### src/rtl/rtb_pkg.sv
// Shared constants and types of the reload timer bank.
// Assumes eight-bit mode registers and a 16-byte address page per register class.
package rtb_pkg;
    typedef enum logic [1:0] {
        SZ_BYTE = 2'd0,
        SZ_HALF = 2'd1,
        SZ_WORD = 2'd2,
        SZ_BAD  = 2'd3
    } acc_size_e;

    typedef enum logic [1:0] {
        GRP_MODE,
        GRP_BASE,
        GRP_CNT,
        GRP_NONE
    } reg_grp_e;

    localparam int PG_MODE = 0;
    localparam int PG_BASE = 1;
    localparam int PG_CNT  = 2;

    localparam int BIT_CE = 7;
    localparam int BIT_LD = 6;

    localparam logic [1:0] SRC_TICK  = 2'b00;
    localparam logic [1:0] SRC_CHAIN = 2'b11;
endpackage

### src/rtl/rtb_regs.sv
// Register file and bus decoder of the timer bank.
// Holds the mode and base registers, checks every access for legal size and
// content, muxes read data and keeps the sticky error flag.
// Assumes N >= 2 and a 4-bit index field in bus_addr[3:0].
module rtb_regs
    import rtb_pkg::*;
#(
    parameter int N  = 4,
    parameter int TW = 8,
    parameter int AW = 8,
    localparam int DW = N * TW,
    localparam int IW = (N > 1) ? $clog2(N) : 1
) (
    input  logic                 clk,
    input  logic                 rst_n,
    input  logic                 bus_wr,
    input  logic                 bus_rd,
    input  logic [AW-1:0]        bus_addr,
    input  logic [1:0]           bus_size,
    input  logic [DW-1:0]        bus_wdata,
    input  logic                 err_clr,
    input  logic [N-1:0][TW-1:0] cnt_i,
    output logic [N-1:0][7:0]    mode_o,
    output logic [N-1:0][TW-1:0] base_o,
    output logic [DW-1:0]        bus_rdata,
    output logic                 err_flag
);
    logic [N-1:0][7:0]    mode_q;
    logic [N-1:0][TW-1:0] base_q;
    logic                 err_q;
    acc_size_e            sz;
    reg_grp_e             grp;
    logic [IW-1:0]        idx;
    logic [IW-1:0]        idx_nx;
    logic                 size_ok;
    logic                 mode_ok;
    logic                 rd_ok;
    logic                 wr_ok;
    logic [TW-1:0]        rv [N];

    assign sz     = acc_size_e'(bus_size);
    assign idx    = bus_addr[IW-1:0];
    assign idx_nx = idx + IW'(1);

    // Classify the address into a register group
    always_comb begin
        grp = GRP_NONE;
        if (int'(bus_addr[3:0]) < N) begin
            if (int'(bus_addr[AW-1:4]) == PG_MODE)      grp = GRP_MODE;
            else if (int'(bus_addr[AW-1:4]) == PG_BASE) grp = GRP_BASE;
            else if (int'(bus_addr[AW-1:4]) == PG_CNT)  grp = GRP_CNT;
        end
    end

    // Decide whether the access width fits the addressed timer
    always_comb begin
        case (sz)
            SZ_BYTE: size_ok = 1'b1;
            SZ_HALF: size_ok = (idx[0] == 1'b0) && (int'(idx) + 1 < N);
            SZ_WORD: size_ok = (idx == '0);
            default: size_ok = 1'b0;
        endcase
    end

    // Legal mode contents: reserved bits clear, no load with enable, no chain on timer 0
    assign mode_ok = (bus_wdata[5:2] == 4'b0)
                  && !(bus_wdata[BIT_CE] && bus_wdata[BIT_LD])
                  && !((idx == '0) && (bus_wdata[1:0] == SRC_CHAIN));

    assign rd_ok = (grp != GRP_NONE) && size_ok;
    assign wr_ok = ((grp == GRP_BASE) && size_ok)
                || ((grp == GRP_MODE) && (sz == SZ_BYTE) && mode_ok);

    // Per-timer value of the addressed register group
    always_comb begin
        for (int k = 0; k < N; k++) begin
            case (grp)
                GRP_MODE: rv[k] = TW'(mode_q[k]);
                GRP_BASE: rv[k] = base_q[k];
                GRP_CNT:  rv[k] = cnt_i[k];
                default:  rv[k] = '0;
            endcase
        end
    end

    // Pack read data by access size, timer n in the most significant lane
    always_comb begin
        bus_rdata = '0;
        if (bus_rd && rd_ok) begin
            case (sz)
                SZ_BYTE: bus_rdata[TW-1:0]   = rv[idx];
                SZ_HALF: bus_rdata[2*TW-1:0] = {rv[idx], rv[idx_nx]};
                SZ_WORD: begin
                    for (int k = 0; k < N; k++) begin
                        bus_rdata[DW-1-k*TW -: TW] = rv[k];
                    end
                end
                default: bus_rdata = '0;
            endcase
        end
    end

    // Apply legal writes to mode and base registers
    always_ff @(posedge clk) begin
        if (!rst_n) begin
            mode_q <= '0;
            base_q <= '0;
        end else if (bus_wr && wr_ok) begin
            if (grp == GRP_MODE) begin
                mode_q[idx] <= bus_wdata[7:0];
            end else begin
                case (sz)
                    SZ_BYTE: base_q[idx] <= bus_wdata[TW-1:0];
                    SZ_HALF: begin
                        base_q[idx]    <= bus_wdata[2*TW-1:TW];
                        base_q[idx_nx] <= bus_wdata[TW-1:0];
                    end
                    SZ_WORD: begin
                        for (int k = 0; k < N; k++) begin
                            base_q[k] <= bus_wdata[DW-1-k*TW -: TW];
                        end
                    end
                    default: ;
                endcase
            end
        end
    end

    // Sticky error flag, a new error wins over a clear in the same cycle
    always_ff @(posedge clk) begin
        if (!rst_n) begin
            err_q <= 1'b0;
        end else if ((bus_wr && !wr_ok) || (bus_rd && !rd_ok)) begin
            err_q <= 1'b1;
        end else if (err_clr) begin
            err_q <= 1'b0;
        end
    end

    assign mode_o   = mode_q;
    assign base_o   = base_q;
    assign err_flag = err_q;
endmodule

### src/rtl/rtb_link.sv
// Sequencing logic of the timer bank, purely combinational.
// Works out for each timer whether it runs, decrements, reloads or fires,
// including the borrow and shared reload of a chained pair.
// Assumes a timer in chained mode is driven only by the timer just below it.
module rtb_link
    import rtb_pkg::*;
#(
    parameter int N  = 4,
    parameter int TW = 8
) (
    input  logic                 tick,
    input  logic [N-1:0][7:0]    mode_i,
    input  logic [N-1:0][TW-1:0] base_i,
    input  logic [N-1:0][TW-1:0] cnt_i,
    output logic [N-1:0]         run_o,
    output logic [N-1:0]         dec_o,
    output logic [N-1:0]         reload_o,
    output logic [N-1:0]         fire_o
);
    logic [N-1:0] mst;
    logic [N-1:0] wide;
    logic [N-1:0] nz;
    logic [N-1:0] term;
    logic [N-1:0] mrun;
    logic [N-1:0] wrun;

    for (genvar g = 0; g < N; g++) begin : g_tmr
        // A master counts on the common tick
        assign mst[g] = mode_i[g][BIT_CE] && (mode_i[g][1:0] == SRC_TICK);

        if (g < N - 1) begin : g_pair
            // Join with the upper neighbour when it waits in chained mode
            assign wide[g] = mst[g] && mode_i[g+1][BIT_CE]
                          && (mode_i[g+1][1:0] == SRC_CHAIN);
            assign nz[g]   = (base_i[g] != '0) || (wide[g] && (base_i[g+1] != '0));
            assign term[g] = wide[g] ? ((cnt_i[g+1] == '0) && (cnt_i[g] < TW'(2)))
                                     : (cnt_i[g] < TW'(2));
        end else begin : g_last
            assign wide[g] = 1'b0;
            assign nz[g]   = (base_i[g] != '0);
            assign term[g] = (cnt_i[g] < TW'(2));
        end

        assign mrun[g]   = mst[g] && nz[g];
        assign wrun[g]   = mrun[g] && wide[g];
        assign fire_o[g] = mrun[g] && tick && term[g];

        if (g > 0) begin : g_slave
            // Upper half of a pair follows the borrow and reload of its master
            assign run_o[g]    = mrun[g] || wrun[g-1];
            assign reload_o[g] = fire_o[g] || (wrun[g-1] && fire_o[g-1]);
            assign dec_o[g]    = (mrun[g] && tick)
                              || (wrun[g-1] && tick && (cnt_i[g-1] == '0));
        end else begin : g_first
            assign run_o[g]    = mrun[g];
            assign reload_o[g] = fire_o[g];
            assign dec_o[g]    = mrun[g] && tick;
        end
    end
endmodule

### src/rtl/rtb_slot.sv
// One counter of the timer bank.
// Follows its base while idle; while running it reloads or decrements as told.
// Assumes reload and decrement are never needed together (reload wins).
module rtb_slot #(
    parameter int TW = 8
) (
    input  logic          clk,
    input  logic          rst_n,
    input  logic          run,
    input  logic          dec,
    input  logic          reload,
    input  logic [TW-1:0] base,
    output logic [TW-1:0] cnt_o
);
    logic [TW-1:0] cnt_q;

    // Count state update
    always_ff @(posedge clk) begin
        if (!rst_n) begin
            cnt_q <= '0;
        end else if (!run || reload) begin
            cnt_q <= base;
        end else if (dec) begin
            cnt_q <= cnt_q - TW'(1);
        end
    end

    assign cnt_o = cnt_q;
endmodule

### src/rtl/reload_timer_bank.sv
// Top of the cascadable reload timer bank.
// Joins the register file, the sequencing logic and one counter per timer,
// and registers the underflow pulses.
// Assumes tick is a one-cycle strobe synchronous to clk.
module reload_timer_bank #(
    parameter int N_TMR = 4,
    parameter int TW    = 8,
    parameter int AW    = 8,
    localparam int DW   = N_TMR * TW
) (
    input  logic             clk,
    input  logic             rst_n,
    input  logic             tick,
    input  logic             bus_wr,
    input  logic             bus_rd,
    input  logic [AW-1:0]    bus_addr,
    input  logic [1:0]       bus_size,
    input  logic [DW-1:0]    bus_wdata,
    output logic [DW-1:0]    bus_rdata,
    input  logic             err_clr,
    output logic             err_flag,
    output logic [N_TMR-1:0] uflow
);
    logic [N_TMR-1:0][7:0]    mode_w;
    logic [N_TMR-1:0][TW-1:0] base_w;
    logic [N_TMR-1:0][TW-1:0] cnt_w;
    logic [N_TMR-1:0]         run_w;
    logic [N_TMR-1:0]         dec_w;
    logic [N_TMR-1:0]         rld_w;
    logic [N_TMR-1:0]         fire_w;
    logic [N_TMR-1:0]         uflow_q;

    rtb_regs #(.N(N_TMR), .TW(TW), .AW(AW)) u_regs (
        .clk       (clk),
        .rst_n     (rst_n),
        .bus_wr    (bus_wr),
        .bus_rd    (bus_rd),
        .bus_addr  (bus_addr),
        .bus_size  (bus_size),
        .bus_wdata (bus_wdata),
        .err_clr   (err_clr),
        .cnt_i     (cnt_w),
        .mode_o    (mode_w),
        .base_o    (base_w),
        .bus_rdata (bus_rdata),
        .err_flag  (err_flag)
    );

    rtb_link #(.N(N_TMR), .TW(TW)) u_link (
        .tick     (tick),
        .mode_i   (mode_w),
        .base_i   (base_w),
        .cnt_i    (cnt_w),
        .run_o    (run_w),
        .dec_o    (dec_w),
        .reload_o (rld_w),
        .fire_o   (fire_w)
    );

    for (genvar g = 0; g < N_TMR; g++) begin : g_slot
        rtb_slot #(.TW(TW)) u_slot (
            .clk    (clk),
            .rst_n  (rst_n),
            .run    (run_w[g]),
            .dec    (dec_w[g]),
            .reload (rld_w[g]),
            .base   (base_w[g]),
            .cnt_o  (cnt_w[g])
        );
    end

    // Underflow pulse register, one cycle per terminal tick
    always_ff @(posedge clk) begin
        if (!rst_n) uflow_q <= '0;
        else        uflow_q <= fire_w;
    end

    assign uflow = uflow_q;
endmodule

### config.mk
export PLATFORM = sky130hd
export DESIGN_NAME = reload_timer_bank
export DESIGN_NICKNAME = d
export VERILOG_FILES = /design/src/rtl/rtb_pkg.sv /design/src/rtl/rtb_regs.sv /design/src/rtl/rtb_link.sv /design/src/rtl/rtb_slot.sv /design/src/rtl/reload_timer_bank.sv
export SDC_FILE = /design/constraint.sdc
export NUM_CORES = 1
export LEC_CHECK = 0
export BUFFER_PORTS_ARGS = -buffer_cell sky130_fd_sc_hd__buf_2
export CORE_MARGIN = 1.5
export CORE_UTILIZATION = 50
export DETAILED_ROUTE_END_ITERATION = 6
export PLACE_DENSITY_LB_ADDON = 0.05
export SLEW_MARGIN = 5
export SYNTH_ARGS = -nofsm -noshare
export SYNTH_HDL_FRONTEND = slang
export SYNTH_SLANG_ARGS = --single-unit
### constraint.sdc
create_clock -name clk -period 2.8 [get_ports clk]
set_clock_uncertainty 0.15 [all_clocks]
set_input_delay 0.28 -clock clk [delete_from_list [all_inputs] [get_ports clk]]
set_output_delay 0.28 -clock clk [all_outputs]
set_load 0.005 [all_outputs]
# Yosys cells after proc, flatten, opt, wreduce, memory -nomap -nowiden
# Index checks and enable logic that the tools add are counted.
[op_classes]
n_bitwise = 4
div_mod_pow = 0
mux = 41
multipliers = 0
shift = 0
n_reduce_logical = 106
add_sub_neg = 6
eq_ne = 11
magnitude_cmp = 12
[ops]
columns = ["operator", "count"]
rows = [
  ["$bwmux W32", 4],
  ["$pmux W8 S3", 5],
  ["$mux W8", 14],
  ["$pmux W32 S3", 1],
  ["$logic_and A1 B1 Y1", 55],
  ["$bmux W8 S2", 2],
  ["$demux W8 S2", 2],
  ["$logic_not A8 Y1", 4],
  ["$lt A32 B4 Y1 const B", 1],
  ["$lt A8 B2 Y1 const B", 4],
  ["$mux W32", 1],
  ["$reduce_bool A8 Y1", 4],
  ["$sub A8 B1 Y8 const B", 4],
  ["$logic_or A1 B1 Y1", 18],
  ["$mux W16", 1],
  ["$pmux W8 S2", 1],
  ["$logic_not A2 Y1", 7],
  ["$eq A2 B2 Y1 const B", 6],
  ["$reduce_bool A2 Y1", 5],
  ["$logic_not A1 Y1", 8],
  ["$logic_not A4 Y1", 2],
  ["$ge A3 B3 Y1 const B", 2],
  ["$lt A2 B3 Y1 const B", 2],
  ["$mux W1", 6],
  ["15 further kinds", 21],
]
[word_totals]
wordCells = 194
mem_bits_rw = 0
register_bits = 101
romBits = 0
latch_bits = 0
output_inout_bits = 37
mem_count = 0
inputBits = 48

# Logic depth before layout (Yosys ltp)
[logic_depth]
ltp_word = 13
mapped_depth = 11
depth_no_buf = 8

# Hierarchy
# A second synthesis with hierarchy kept.
[hier_totals]
cells_unflattened = 977
area_unflattened_um2 = 7557.2
[by_module_without_submodules]
columns = ["module", "cells_each", "instances", "area_per_inst_um2"]
rows = [
  ["rtb_regs", 701, 1, 5335.1],
  ["rtb_slot", 50, 4, 420.4],
  ["rtb_link", 68, 1, 435.4],
  ["reload_timer_bank", 8, 1, 105.1],
]

# Worst setup path after synthesis
# Ideal clock, no wire load.
[synth_path]
path_kind = "input -> register"
start = "input bus_addr[0]"
end = "register u_regs.base_q (netlist bit u_regs.base_o[31])"
arrival_ns = 2.208
setup_slack_ns = 0.357
setup_ns = 0.086
cell_stages = 10
path_cell_list = "buf_6 -> inv_2 -> ha_1 -> clkbuf_1 -> clkbuf_1 -> clkbuf_1 -> nand2_1 -> o21ai_0 -> a32oi_1 -> a211oi_1"
[synth_between]
elab_chain_cells = 8
[synth_rtl]
columns = ["element", "line", "source"]
rows = [
  ["start: declaration", "reload_timer_bank.sv:16", "input logic [AW-1:0] bus_addr,"],
  ["$add A2 B1 Y3 (tied with other cells)", "rtb_regs.sv:59", "SZ_HALF: size_ok = (idx[0] == 1'b0) && (int'(idx) + 1 < N);"],
  ["$lt A32 B4 Y1 (tied with other cells)", "rtb_regs.sv:59", ""],
  ["$logic_and A1 B1 Y1 (tied with other cells)", "rtb_regs.sv:59", ""],
  ["$pmux W1 S3 (tied with other cells)", "rtb_regs.sv:57", "case (sz)"],
  ["$logic_and A1 B1 Y1, on equally long branches", "rtb_regs.sv:71, rtb_regs.sv:72", ""],
  ["$logic_or A1 B1 Y1", "rtb_regs.sv:72", "|| ((grp == GRP_MODE) && (sz == SZ_BYTE) && mode_ok);"],
  ["$logic_and A1 B1 Y1", "rtb_regs.sv:108", "end else if (bus_wr && wr_ok) begin"],
  ["$reduce_and A3 Y1 (no line)", "--", ""],
  ["end signal: indexed assignment", "rtb_regs.sv:113", "SZ_BYTE: base_q[idx] <= bus_wdata[TW-1:0];"],
  ["end signal: indexed assignment", "rtb_regs.sv:115", "base_q[idx] <= bus_wdata[2*TW-1:TW];"],
  ["end signal: indexed assignment", "rtb_regs.sv:116", "base_q[idx_nx] <= bus_wdata[TW-1:0];"],
  ["end: declaration", "rtb_regs.sv:29", "logic [N-1:0][TW-1:0] base_q;"],
]
# Several ways; a longest one is shown, not always the timed one.
# A chain may end at the register's enable or synchronous reset.

# Worst setup path after layout
[layout_path]
start = "input bus_addr[0]"
end = "output bus_rdata[9]"
[layout_between]
elab_chain_cells = 9
[layout_rtl]
columns = ["element", "line", "source"]
rows = [
  ["parallel branches: the longest is 8 deep, another holds $lt A32 B4 Y1", "--", ""],
  ["$mux W32 (*)", "rtb_regs.sv:89", "if (bus_rd && rd_ok) begin"],
  ["end: declaration", "reload_timer_bank.sv:19", "output logic [DW-1:0] bus_rdata,"],
]
# Mark *: on every way between the ends. The select of a mux whose other input is x is not followed.

==> metrics.md <==
| Metric | Value |
|---|---|
| WP buf/inv | 2 |
| GRT Total Usage | 0.356 |
| Core Region | 14600 µm² |
| Vias per cell | 6.65 |
| Hold Vio Cnt, Final | 0 |
| Met1 WL | 12100 µm |
| Arr. time, crit path | 2.39 ns |
| Top cells by area, synth | dfxtp_1 (27%), mux2i_1 (11%), o21ai_0 (6.7%) |
| Number of global-route vias before repair | 7326 |
| R2R Setup Slk | 0.22 ns |
| Leak Pwr | 3.46 nW |
| Gr ovfl total | 0 |
| CTS Hold Bufs | 0 |
| First-pass GRT wire length | 42900 µm |
| Setup slack after layout | -0.0244 ns |
| Final WL | roughly 29000 µm |
| Routed len/inst | ~24 µm |
| Worst r2r src | g_slot[2].u_slot.cnt_o[1]$_SDFFE_PN0P_ |
| Crit Path Category | input port to output pin |
| Status | finished, violations left |
| Worst EP required | 2.37 ns |
| Initial DRC count | 771 |
| Final hold slack | roughly 0.05 ns |
| Synth cell types | between 70 and 80 |
| Area growth syn-to-layout | 16.0% |
| Startpoint Class | input port |
| CTS tree | yes |
| I/O pin cnt | 85 |
| CTS Buffer Depth | 2 |
| Final HPWL DP | around 21000 µm |
| R2R depth | 8 |
| Critical path, cell by cell | buf_2, ha_1, or3b_1, a21oi_2, and4_4, nand3_2, o21ai_1, buf_2 |
| Syn Std Cell Area | ~7500 µm² |
| Fin crit share | 1.01 |
| Total power | roughly 0.0032 W |
| Initial Utilization | 0.515 |
| Max incr delay on CP | about 0.40 ns |
| P_sw | 0.000881 W |
| Worst hold endpoint | u_regs.err_flag$_SDFFE_PN0P_ |
| Share of the synthesized area in the top cell type | 0.269 |
| Cell taking the most area after synthesis | dfxtp_1 |
| Routed Antenna Nets | 0 |
| Worst IR Drop VDD | 0.278 mV |
| Top FF cell, synth | dfxtp_1 |
| Max-slew headroom | 0.324 |
| Highest metal used | met4 |
| Worst r2r dst | g_slot[1].u_slot.cnt_o[1]$_SDFFE_PN0P_ |
| Post-synthesis register bit count | around 100 |
| Tmin final | 2.82 ns |
| Hold Path Depth | 3 |
| Async set-reset flop share out of synthesis | 0 |
| Clk pwr share | 0.405 |
| Sequential area share after synthesis | 0.269 |
| DR WL met3 | about 2500 µm |
| CTS root buffer | clkbuf_16 |
| F_max | 0.354 GHz |
| I/O Buffers | 84 |
| Synth warn | 0 |
| Filler cell count | about 1.4k |
| Max-slew violations | 0 |
| CTS sink count | approximately 100 |
| Switch share | 0.275 |
| Count leader, synth | nand2_1 |
| Share of cells above drive strength 1 | 0.223 |
| Diode count | 0 |
| Antenna violations before repair | 0 |
| Cell family with most CP delay | simple AND/OR/NAND/NOR gates |
| Max-Cap Viols | 0 |
| Total CTS buffers | 9 |
| Power Density | 367 nW/µm² |
| Largest net degree at the start of global routing | 43 |
| Die Wd | 126 µm |
| Mapped Cells | between 900 and 1k |
| Final setup vio count | 1 |
| Gp weighted congestion | ~0.96 |
| CP endpoint kind | output pin |
| Residual DRC | 0 |
| Int Power | 0.00232 W |
| EDFF count, synth | 0 |
| Hold crit path type | input port to flip-flop |
| Total negative setup slack | -0.0244 ns |
| Syn nets | 999 |
| Max FO, Critical Path | 8 |
| Clock latency on the worst-skew pair | 0.36 ns |
| Via count | 8015 |
| First-pass iteration count of the detailed router | 6 |
| Routed wl met2 | approximately 13000 µm |
| Full die area | 15800 µm² |
| Sequential cell fraction of total power | 0.450 |
| Area of the multi-input gates | 5150 µm² |
| Finished Core Util | 0.598 |
| Slowest CP cell | o21ai_1 |
| H-Tree Depth | 3 |
| Post-DP Area | 8270 µm² |
| Num rows | 44 |
| Worst Min Path Start | bus_rd |
| Comb pwr share | 0.145 |
| Final net count | ~1.1k |
| Most frequent CP cell | buf_2 |
| Register area | 2020 µm² |
| Average instance area after synthesis | 8.01 µm² |
| Die Ht | around 130 µm |
| Commonest cells post-synth | nand2_1 (102), dfxtp_1 (101), o21ai_0 (101), nor2_1 (84), mux2i_1 (82) |
| Final instance area | slightly below 9000 µm² |
| Failing checks | setup timing |
| Actual transition at the worst max-transition pin | 1.01 ns |
| Worst-path clk slew | 0.06 ns |
-- cells in the final DEF, fill, tap and decap left out, drive strengths merged, types with 13 or more instances in the layout --
cell      n
mux4     16
nor4     19
nor3     13
and3     37
a211oi   47
dfxtp   101
mux2i    82
a22oi    20
inv      26
nor2     88
nand2   102
buf     142
o21ai   104
a21oi    50
a22o     17
clkbuf   13
nand3    20
-- per-layer routing --
layer  GRT usage  up-vias
met5           0        -
met4       0.138        0
met3      0.0497       84
met2       0.570      490
met1       0.487     3778
li1            -     3663
-- cell type report --
cell class	instances	share of cell area
Sequential cell	101	0.232
Tap cell	184	0.0264
Inverter	26	0.0112
Clock inverter	4	0.00545
Clock buffer	12	0.0283
Multi-Input combinational cell	736	0.590
Timing Repair Buffer	143	0.107
-- cell families after synthesis --
| logic type | synth area share |
|---|---|
| xor+xnor | 0.0105 |
| mux | 0.159 |
| flops | 0.269 |
| buf+inv | 0.0607 |
| fa+ha+maj | 0.0200 |
| simple gates | 0.225 |
| compound gates | 0.256 |
-- through the flow --
stage,instances,worst slack (ns)
6_report,1206,-0.0244
5_1_grt,1206,-0.00832
4_1_cts,1204,0.00105
3_5_place_dp,1188,-0.226
3_3_place_gp,1188,-0.295
2_1_floorplan,939,0.357
-- worst max path at each step --
stage | endpoint | startpoint | cells after the start | slack [ns]
2_1_floorplan | u_regs.base_o[31]$_SDFFE_PN0P_ | bus_addr[0] | 10 | 0.36
3_3_place_gp | bus_rdata[9] | bus_addr[0] | 8 | -0.30
3_5_place_dp | bus_rdata[9] | bus_addr[0] | 8 | -0.23
4_1_cts | bus_rdata[4] | bus_addr[5] | 9 | 0.001
5_1_grt | bus_rdata[9] | bus_size[1] | 9 | -0.008
6_report | bus_rdata[9] | bus_addr[0] | 8 | -0.02
-- sequential cells by signal (all words and copies together) (netlist names) --
signal / cells
g_slot.u_slot.cnt_o: 32
uflow: 4
u_regs.mode_o: 32
u_regs.base_o: 32
u_regs.err_flag: 1
-- timing repair --
| action | in CTS | in global routing |
|---|---|---|
| setup buffers | 0 | 1 |
| pin swaps | 0 | 2 |
| resized for setup | 18 | 21 |
| cloned | 0 | 1 |
| setup endpoints to repair | 24 | 36 |
-- power groups by stage --
stage	combinational, W	sequential, W	clock [W]
3_3_place_gp	0.000434	0.00147	0
6_report	0.000465	0.00144	0.00130
5_1_grt	0.000489	0.00144	0.00136
3_5_place_dp	0.000439	0.00147	0
2_1_floorplan	0.000279	0.00147	0
4_1_cts	0.000444	0.00144	0.00130
-- worst min-delay path: stages --
cell and delay, ns:
buf_2 0.09, a222oi_1 0.08, nor2_1 0.08
Note: power is estimated with default switching activity, not from simulation.
